$ cat src/rtl/hexcmd_pkg.sv
package hexcmd_pkg;

  localparam logic [7:0] CH_CR    = 8'h0D;
  localparam logic [7:0] CH_SPACE = 8'h20;
  localparam logic [7:0] CH_WRITE = 8'h77;
  localparam logic [7:0] CH_READ  = 8'h72;

  typedef enum logic [1:0] {
    PS_IDLE,
    PS_GAP,
    PS_ADDR,
    PS_DATA
  } parse_state_t;

  typedef enum logic [1:0] {
    RS_IDLE,
    RS_WAIT,
    RS_SEND
  } reply_state_t;

  function automatic logic is_hex(input logic [7:0] c);
    return (c >= 8'h30 && c <= 8'h39) ||
           (c >= 8'h41 && c <= 8'h46) ||
           (c >= 8'h61 && c <= 8'h66);
  endfunction

  function automatic logic [3:0] hex_val(input logic [7:0] c);
    logic [7:0] t;
    if (c <= 8'h39) t = c - 8'h30;
    else if (c <= 8'h46) t = c - 8'h37;
    else t = c - 8'h57;
    return t[3:0];
  endfunction

  function automatic logic [7:0] nib_ascii(input logic [3:0] n);
    if (n < 4'd10) return 8'h30 + {4'h0, n};
    return 8'h57 + {4'h0, n};
  endfunction

endpackage

$ cat src/rtl/hexcmd_parser.sv
module hexcmd_parser
  import hexcmd_pkg::*;
#(
  parameter int ADDR_W = 16,
  parameter int DATA_W = 8
) (
  input  logic              clk,
  input  logic              rst,
  input  logic              take,
  input  logic [7:0]        byte_in,
  output logic [ADDR_W-1:0] addr,
  output logic [DATA_W-1:0] wdata,
  output logic              wr_fire,
  output logic              rd_fire
);

  parse_state_t st;
  logic         is_wr;
  logic         got_digit;
  logic         dig;
  logic [3:0]   val;

  assign dig = is_hex(byte_in);
  assign val = hex_val(byte_in);

  always_ff @(posedge clk) begin
    if (rst) begin
      st        <= PS_IDLE;
      is_wr     <= 1'b0;
      got_digit <= 1'b0;
      addr      <= '0;
      wdata     <= '0;
      wr_fire   <= 1'b0;
      rd_fire   <= 1'b0;
    end else begin
      wr_fire <= 1'b0;
      rd_fire <= 1'b0;
      if (take) begin
        unique case (st)
          PS_IDLE: begin
            if (byte_in == CH_WRITE) begin
              st    <= PS_GAP;
              is_wr <= 1'b1;
            end else if (byte_in == CH_READ) begin
              st    <= PS_GAP;
              is_wr <= 1'b0;
            end
          end
          PS_GAP: begin
            if (byte_in == CH_SPACE) begin
              st        <= PS_ADDR;
              addr      <= '0;
              got_digit <= 1'b0;
            end else begin
              st <= PS_IDLE;
            end
          end
          PS_ADDR: begin
            if (dig) begin
              addr      <= {addr[ADDR_W-5:0], val};
              got_digit <= 1'b1;
            end else if (byte_in == CH_SPACE && is_wr && got_digit) begin
              st        <= PS_DATA;
              wdata     <= '0;
              got_digit <= 1'b0;
            end else begin
              if (byte_in == CH_CR && !is_wr && got_digit) rd_fire <= 1'b1;
              st <= PS_IDLE;
            end
          end
          PS_DATA: begin
            if (dig) begin
              wdata     <= {wdata[DATA_W-5:0], val};
              got_digit <= 1'b1;
            end else begin
              if (byte_in == CH_CR && got_digit) wr_fire <= 1'b1;
              st <= PS_IDLE;
            end
          end
          default: st <= PS_IDLE;
        endcase
      end
    end
  end

endmodule

$ cat src/rtl/hexcmd_reply.sv
module hexcmd_reply
  import hexcmd_pkg::*;
#(
  parameter int DATA_W = 8
) (
  input  logic              clk,
  input  logic              rst,
  input  logic              start,
  input  logic [DATA_W-1:0] rdata,
  output logic [7:0]        tx_data,
  output logic              tx_valid,
  input  logic              tx_ready,
  output logic              active
);

  localparam int NIB = DATA_W / 4;
  localparam int IW  = $clog2(NIB + 1);

  reply_state_t      st;
  logic [DATA_W-1:0] cap;
  logic [IW-1:0]     idx;
  logic [3:0]        nib;

  always_comb begin
    nib = 4'h0;
    for (int k = 0; k < NIB; k++) begin
      if (idx == IW'(k)) nib = cap[(NIB-1-k)*4 +: 4];
    end
  end

  assign tx_data  = (idx == IW'(NIB)) ? CH_CR : nib_ascii(nib);
  assign tx_valid = (st == RS_SEND);
  assign active   = (st != RS_IDLE);

  always_ff @(posedge clk) begin
    if (rst) begin
      st  <= RS_IDLE;
      cap <= '0;
      idx <= '0;
    end else begin
      unique case (st)
        RS_IDLE: if (start) st <= RS_WAIT;
        RS_WAIT: begin
          cap <= rdata;
          idx <= '0;
          st  <= RS_SEND;
        end
        RS_SEND: begin
          if (tx_ready) begin
            if (idx == IW'(NIB)) st <= RS_IDLE;
            else idx <= idx + 1'b1;
          end
        end
        default: st <= RS_IDLE;
      endcase
    end
  end

endmodule

$ cat src/rtl/hexcmd_bridge.sv
module hexcmd_bridge
  import hexcmd_pkg::*;
#(
  parameter int ADDR_W = 16,
  parameter int DATA_W = 8
) (
  input  logic              clk,
  input  logic              rst,
  input  logic [7:0]        rx_data,
  input  logic              rx_valid,
  output logic              busy,
  output logic [ADDR_W-1:0] bus_addr,
  output logic [DATA_W-1:0] bus_wdata,
  output logic              bus_wr,
  output logic              bus_rd,
  input  logic [DATA_W-1:0] bus_rdata,
  output logic [7:0]        tx_data,
  output logic              tx_valid,
  input  logic              tx_ready
);

  logic byte_take;
  logic reply_active;
  logic wr_fire;
  logic rd_fire;

  assign busy      = rd_fire | reply_active;
  assign byte_take = rx_valid & ~busy;
  assign bus_wr    = wr_fire;
  assign bus_rd    = rd_fire;

  hexcmd_parser #(.ADDR_W(ADDR_W), .DATA_W(DATA_W)) u_parser (
    .clk     (clk),
    .rst     (rst),
    .take    (byte_take),
    .byte_in (rx_data),
    .addr    (bus_addr),
    .wdata   (bus_wdata),
    .wr_fire (wr_fire),
    .rd_fire (rd_fire)
  );

  hexcmd_reply #(.DATA_W(DATA_W)) u_reply (
    .clk      (clk),
    .rst      (rst),
    .start    (rd_fire),
    .rdata    (bus_rdata),
    .tx_data  (tx_data),
    .tx_valid (tx_valid),
    .tx_ready (tx_ready),
    .active   (reply_active)
  );

endmodule

$ cat config.mk
export PLATFORM = sky130hd
export DESIGN_NAME = hexcmd_bridge
export DESIGN_NICKNAME = d
export VERILOG_FILES = /design/src/rtl/hexcmd_pkg.sv /design/src/rtl/hexcmd_parser.sv /design/src/rtl/hexcmd_reply.sv /design/src/rtl/hexcmd_bridge.sv
export SDC_FILE = /design/constraint.sdc
export NUM_CORES = 1
export LEC_CHECK = 0
export CAP_MARGIN = 20
export CELL_PAD_IN_SITES_DETAIL_PLACEMENT = 1
export CELL_PAD_IN_SITES_GLOBAL_PLACEMENT = 1
export CORE_ASPECT_RATIO = 2
export CORE_UTILIZATION = 28
export CTS_CLUSTER_SIZE = 25
export DETAILED_ROUTE_END_ITERATION = 10
export PLACE_DENSITY_LB_ADDON = 0.1
export SLEW_MARGIN = 20
export SYNTH_ARGS = -nofsm -noshare
export SYNTH_HDL_FRONTEND = slang
export SYNTH_SLANG_ARGS = --single-unit
$ cat constraint.sdc
create_clock -name clk -period 2.9 [get_ports clk]
set_clock_uncertainty 0.05 [all_clocks]
set_input_delay 0.58 -clock clk [delete_from_list [all_inputs] [get_ports clk]]
set_output_delay 0.58 -clock clk [all_outputs]
set_load 0.01 [all_outputs]
==> metrics.md, run 1 <==
| Metric | Value |
|---|---|
| Met2 routing resource usage after global routing | 0.353 |
| Horizontal die dimension | 64.9 um |
| Critical path launch point type | flip-flop |
| Congestion Overflow GR | 0 |
| Number of primary I/O pins | 56 |
| Depth of the CTS H-tree | 2 |
| CTS tree | done |
| Endpoint required time on the critical path | 2.27 ns |
| Layout cells sized above 1 | 0.127 |
| Routed via count divided by cell count | 5.26 |
| Setup violation total in the final timing report | 0 |
| Slowest library cell on the worst path | clkdlybuf4s50_1 |
| Dominant delay contributor by cell family on the critical path | buffers and inverters |
| Largest area contributor in the netlist | dfxtp_1 |
| Number of nets in the final layout | 360 |
| Busiest layer in global routing | met2 |
| Core area | 7600 um2 |
| Hold violation total from the final report | 0 |
| Worst slew pin tran | 0.756 ns |
| Setup slack after placement | 0.0715 ns |
| Post-Syn Area per Cell | 7.98 um2 |
| Classification of the worst setup path | flip-flop to output pin |
| Count of warnings emitted by yosys | 0 |
| Sequence of cells on the critical path | inv_1, ha_4, o21ai_0, o21ai_2, nand2_1, xnor2_1, nand2_1, clkdlybuf4s50_1 |
| Clock edge transition at the registers on the reported setup and hold paths | 0.06 ns |
| Cell area after placement | 2880 um2 |
| Number of instances on the worst hold path | 2 |
| Final Non-Filler Cells | 426 |
| Floorplan die area | 8300 um2 |
| Maximum capacitance violations | 0 |
| Capture point of the critical path | tx_data[0] |
| Starting density of the core | 0.292 |
| Total wire length | 7.10 mm |
| Routing usage on met3 | 0.0249 |
| Number of global-route vias before repair | 2,372 |
| Leading register cell type out of synthesis | dfxtp_1 |
| Leakage power summed over all cells | 1.09 nW |
| Share of synthesized registers carrying an async set or reset | 0 |
| EDFF count, synth | 0 |
| Result of the run | finished clean |
| Synth Cell Area | 2220 um2 |
| Capture point of the worst reg-to-reg path | u_parser.is_wr |
| Vias post-DR | 2,241 |
| Minimum hold slack | 0.415 ns |
| R2r setup slk | 0.96 ns |
| Most frequently used cell type in the post-synthesis netlist | dfxtp_1 |
| Setup slack after layout | 0.145 ns |
| Power per standard cell area | 401 nW/um2 |
| Max incr delay on CP | 0.53 ns |
| Buffering stage count on the worst path with inverters included | 2 |
| Crit-path max FO | 5 |
| Die height | 128 um |
| Sum of internal, switching and leakage power | 1.23 mW |
| Number of clock sinks | 42 |
| Area share of the largest cell type after synthesis | 0.379 |
| Global-route total usage across every layer | 0.179 |
| Routability cong. | 0.843 |
| Row count | 45 |
| Pin count of the biggest net entering global routing | 46 |
| RSZ-0062 raised after global routing | false |
| Top cells by instance count after synthesis | dfxtp_1 (42), nand2_1 (38), a21oi_1 (34) |
| Clock latency of the later-clocked register in the worst-skew pair | 0.28 ns |
| Antenna violations before repair | 0 |
| IO Port Bufs | 54 |
| Synth area leaders | dfxtp_1 (38%), a21oi_1 (7.7%), nand2_1 (6.4%) |
| Post-CTS Repair Setup Buffers | 0 |
| Class of the tightest hold or removal check | flip-flop to flip-flop |
| Count of state elements after synthesis | 42 |
| Pins Over Slew Limit | 0 |
| Syn Nets | 307 |
| Half-perimeter wire length after detailed placement | 5.30 mm |
| CP Depth | 8 |
| Share of the core filled with cells in the final layout | 0.405 |
| Number of distinct standard cells referenced by the synthesized netlist | 50 |
| Critical path capture point type | output pin |
| Global-route wire length before repair | 11.3 mm |
| CTS max path bufs | 2 |
| Residual DRC | 0 |
| Post-route ant nets | 0 |
| Final cycle utilization of the critical path | 0.950 |
| Sequential cell area fraction in the yosys report | 0.379 |
| First-pass iteration count of the detailed router | 4 |
| Clock root cell | clkbuf_16 |
| Summed negative setup slack over all endpoints | 0 ns |
| Max IR drop VDD | 0.000242 V |
| Area delta synth->final | 38.9% |
| Fmax | 0.363 GHz |
| Data arrival time of the critical path | 2.13 ns |
| Final cell area excluding filler cells | 3080 um2 |
| Number of instances in the placed design | 418 |
| Clock buffers created by TritonCTS | 5 |
| Shortest period the worst path allows | 2.76 ns |
| Most used cell, CP | nand2_1 |
| Worst Reg2Reg Path Length in Cells | 5 |
| Beginning of the worst register-to-register path | u_reply.st[1] |
| Detailed-route wire length per cell | 16.7 um |
| Starting DRC count in detailed routing | 41 |
| Met1 capacity usage during global routing | 0.170 |
| Cells after Synth | 278 |
| Worst relative slew slack | 0.494 |
| Diode count | 0 |
| Worst setup path startpoint | u_reply.idx[0] |
registers in the layout, indices dropped and copies added, names as in the netlist:
register	flops
u_parser.rd_fire	1
u_parser.is_wr	1
u_parser.st	2
u_reply.idx	2
u_reply.st	2
u_parser.wdata	8
u_parser.wr_fire	1
u_parser.got_digit	1
u_parser.addr	16
u_reply.cap	8
worst min path at each step:
| stage | start | end | slack, ns |
|---|---|---|---|
| after floorplan | u_reply.cap[3] | u_reply.cap[3] | 0.39 |
| after global placement | u_parser.addr[14] | u_parser.addr[14] | 0.41 |
| after detailed placement | u_parser.addr[14] | u_parser.addr[14] | 0.41 |
| after CTS | u_reply.cap[3] | u_reply.cap[3] | 0.42 |
| after global routing | u_reply.cap[3] | u_reply.cap[3] | 0.44 |
| final | u_reply.cap[3] | u_reply.cap[3] | 0.41 |
kinds of logic after synthesis:
kind of cell | synth area share
flops | 0.379
xor+xnor | 0.0119
mux | 0.0102
compound gates | 0.193
other cells | 0.00169
fa+ha+maj | 0.0508
buf+inv | 0.0609
simple gates | 0.292
repair_timing:
item	4_1_cts	5_1_grt
hold buffers	0	0
gates resized for setup	6	11
setup endpoints to repair	4	5
power by group:
| part | internal [mW] | switching, mW |
|---|---|---|
| Sequential | 0.576 | 0.000124 |
| Combinational | 0.0432 | 0.0471 |
| Clock | 0.324 | 0.245 |
placed cells by master (no fill, tap or decap), types with 2 or more instances in the layout:
cell and instances:
a21oi_1 32, a21oi_2 2, a22oi_1 2, a31oi_1 2, and3_1 2, buf_4 11
clkbuf_16 5, clkdlybuf4s50_1 52, dfxtp_1 41, dlymetal6s2s_1 2, ha_1 6, ha_4 2
inv_1 13, mux2_2 2, nand2_1 38, nand2b_1 7, nand3_1 22, nand4_1 16
nor2_1 12, nor2_2 2, nor2b_1 2, nor3b_1 2, nor4_1 2, o21ai_0 7
o21ai_2 2, o22ai_1 5, o32ai_1 4, or3_1 3, xnor2_1 3
worst register-to-register path: cells and delay by family, from the launching register on:
| family | cells | cell delay (ns) |
|---|---|---|
| simple gates | 4 | 1.30 |
| compound gates | 1 | 0.13 |
| flops | 1 | 0.40 |
cell type report:
| cell class | count | area [um2] |
|---|---|---|
| Fill cell | 940 | 4520 |
| Sequential cell | 42 | 845 |
| Inverter | 14 | 52.6 |
| Multi-Input combinational cell | 203 | 1290 |
| Clock buffer | 5 | 125 |
| Tap cell | 94 | 118 |
| Timing Repair Buffer | 65 | 628 |
| Clock inverter | 3 | 25.0 |
layer usage:
| layer | wire (um) | vias to the layer above |
|---|---|---|
| met5 | 0 | - |
| met3 | 178 | 11 |
| met4 | 243 | 0 |
| met2 | 4070 | 48 |
| met1 | 2610 | 1084 |
| li1 | - | 1098 |
Note: power is estimated with default switching activity, not from simulation.
==> run 2, diff against run 1 <==
Settings changed: ABC_AREA set to 0, SKIP_CTS_REPAIR_TIMING set to 1.
==> run 2 against run 1 <==
Against the previous run:
- wire length shrank 0.32%
- register-to-register slack is essentially flat
- critical endpoint unchanged
- sequential power is essentially flat
- critical path type unchanged
==> metrics.md, run 2 (synthesis results as in run 1) <==
| Metric | Value |
|---|---|
| Result of the run | finished clean |
| R2r setup slk | 0.96 ns (about the same) |
| CTS tree | done |
| Number of global-route vias before repair | 2,362 (-0.42%) |
| IO Port Bufs | 54 (unchanged) |
| Data arrival time of the critical path | 2.14 ns (about the same) |
| Final cycle utilization of the critical path | 0.956 (+0.00579) |
| Depth of the CTS H-tree | 2 (unchanged) |
| Slowest library cell on the worst path | clkdlybuf4s50_1 |
| Power per standard cell area | 401 nW/um2 (about the same) |
| Starting DRC count in detailed routing | 46 (+12%) |
| Vias post-DR | 2,233 (-0.36%) |
| Clock edge transition at the registers on the reported setup and hold paths | 0.06 ns (about the same) |
| CTS max path bufs | 2 (unchanged) |
| Pins Over Slew Limit | 0 (unchanged) |
| Largest regs | u_parser.addr (16), u_parser.wdata (8), u_reply.cap (8) |
| Global-route total usage across every layer | 0.178 (-0.00127) |
| Register with the most flip-flops | u_parser.addr |
| Horizontal die dimension | 64.9 um (unchanged) |
| First-pass iteration count of the detailed router | 4 (unchanged) |
| Classification of the worst setup path | flip-flop to output pin |
| Number of clock sinks | 42 (unchanged) |
| Number of nets in the final layout | 360 (unchanged) |
| Routability cong. | 0.843 (unchanged) |
| Die height | 128 um (unchanged) |
| Residual DRC | 0 (unchanged) |
| Beginning of the worst register-to-register path | u_reply.st[1] |
| Worst relative slew slack | 0.488 (-0.00616) |
| Clock latency of the later-clocked register in the worst-skew pair | 0.28 ns (about the same) |
| Highest-count cells in the layout ignoring fill and taps | clkdlybuf4s50_1 (52), dfxtp_1 (41), nand2_1 (38) |
| Setup violation total in the final timing report | 0 (unchanged) |
| Fillers | 939 (-0.11%) |
| Pin count of the biggest net entering global routing | 46 (unchanged) |
| Critical path capture point type | output pin |
| Global-route wire length before repair | 11.2 mm (-0.61%) |
| Core area | 7600 um2 (unchanged) |
| Layout cells sized above 1 | 0.123 (-0.00301) |
| Hold violation total from the final report | 0 (unchanged) |
| Detailed-route wire length per cell | 16.6 um (-0.32%) |
| Area occupied by multi-input gates | 1280 um2 (-0.19%) |
| Congestion Overflow GR | 0 (unchanged) |
| Critical path launch point type | flip-flop |
| Worst slew pin tran | 0.765 ns (+0.00921 ns) |
| Cell area after placement | 2880 um2 (unchanged) |
| Max IR drop VDD | 0.000242 V (about the same) |
| Max incr delay on CP | 0.53 ns (about the same) |
| Area of all sequential standard cells | 845 um2 (unchanged) |
| Largest register FFs | 16 (unchanged) |
| Hold wc startpoint | u_reply.cap[3] |
| Routed via count divided by cell count | 5.24 (-0.36%) |
| Row count | 45 (unchanged) |
| Maximum capacitance violations | 0 (unchanged) |
| Class of the tightest hold or removal check | flip-flop to flip-flop |
| WHS Endpoint | u_reply.cap[3] |
| Minimum hold slack | 0.415 ns (+0.000427 ns) |
| Crit-path max FO | 5 (unchanged) |
| Share of the core filled with cells in the final layout | 0.405 (about the same) |
| Post-route ant nets | 0 (unchanged) |
| Clock root cell | clkbuf_16 |
| Floorplan die area | 8300 um2 (unchanged) |
| Endpoint required time on the critical path | 2.27 ns (about the same) |
| Area delta synth->final | 38.8% (about the same) |
| Shortest period the worst path allows | 2.77 ns (+0.0168 ns) |
| Starting density of the core | 0.292 (unchanged) |
| Sequence of cells on the critical path | inv_1, ha_4, o21ai_0, o21ai_2, nand2_1, xnor2_1, nand2_1, clkdlybuf4s50_1 |
| Most common cell after layout, fill and taps aside | clkdlybuf4s50_1 |
| Half-perimeter wire length after detailed placement | 5.30 mm (unchanged) |
| Number of primary I/O pins | 56 (unchanged) |
| Total wire length | 7.08 mm (-0.32%) |
| Worst Reg2Reg Path Length in Cells | 5 (unchanged) |
| Capture point of the worst reg-to-reg path | u_parser.is_wr |
| Summed negative setup slack over all endpoints | 0 ns (unchanged) |
| Clock buffers created by TritonCTS | 5 (unchanged) |
| Leakage power summed over all cells | 1.09 nW (about the same) |
| Sum of internal, switching and leakage power | 1.23 mW (about the same) |
| Final cell area excluding filler cells | 3080 um2 (about the same) |
| Antenna violations before repair | 0 (unchanged) |
| Diode count | 0 (unchanged) |
| Most used cell, CP | nand2_1 |
| Number of instances on the worst hold path | 2 (unchanged) |
| Fmax | 0.361 GHz (-0.61%) |
run 2: worst max path at each step:
stage	from	to	slack, ns	depth (start not counted)
final	u_reply.idx[0]	tx_data[0]	0.13	8
after global routing	u_reply.idx[0]	tx_data[0]	-0.02	8
after CTS	u_reply.idx[0]	tx_data[2]	-0.12	10
after detailed placement	rx_data[0]	u_parser.wdata[3]	0.07	8
after global placement	rx_data[0]	u_parser.addr[14]	0.11	8
after floorplan	u_reply.idx[1]	tx_data[2]	0.74	9
run 2: layer usage:
layer	track usage	vias up	wire [um]
met5	0	-	0
met4	0.0915	0	243
met3	0.0249	11	181
met2	0.349	48	4070
met1	0.169	1074	2580
li1	-	1100	-
run 2: metrics by stage:
| stage | worst slack, ns | instances |
|---|---|---|
| floorplan | 0.744 | 278 |
| global placement | 0.115 | 418 |
| detailed placement | 0.0715 | 418 |
| CTS | -0.117 | 426 |
| global route | -0.0171 | 426 |
| finish | 0.128 | 426 |
run 2: worst max-delay path, delay by kind of cell, from the launching register on:
family / cells / cell delay [ns]
buf+inv: 2 / 0.65
flops: 1 / 0.36
compound gates: 2 / 0.32
simple gates: 2 / 0.21
fa+ha+maj: 1 / 0.17
xor+xnor: 1 / 0.15
run 2: area by class of cell:
type                       count  area share
inverter                      14      0.0171
clock buffer                   5      0.0407
timing repair buffer          65       0.204
clock inverter                 3     0.00813
tap                           94      0.0382
sequential                    42       0.275
multi-input combinational    203       0.417
run 2: report_power, final:
group | leakage (nW) | total [mW] | switching [mW] | internal (mW)
logic | 0.677 | 0.0903 | 0.0471 | 0.0432
clock network | 0.0704 | 0.569 | 0.245 | 0.324
registers | 0.339 | 0.576 | 0.000124 | 0.576
total | 1.09 | 1.23 | 0.292 | 0.942
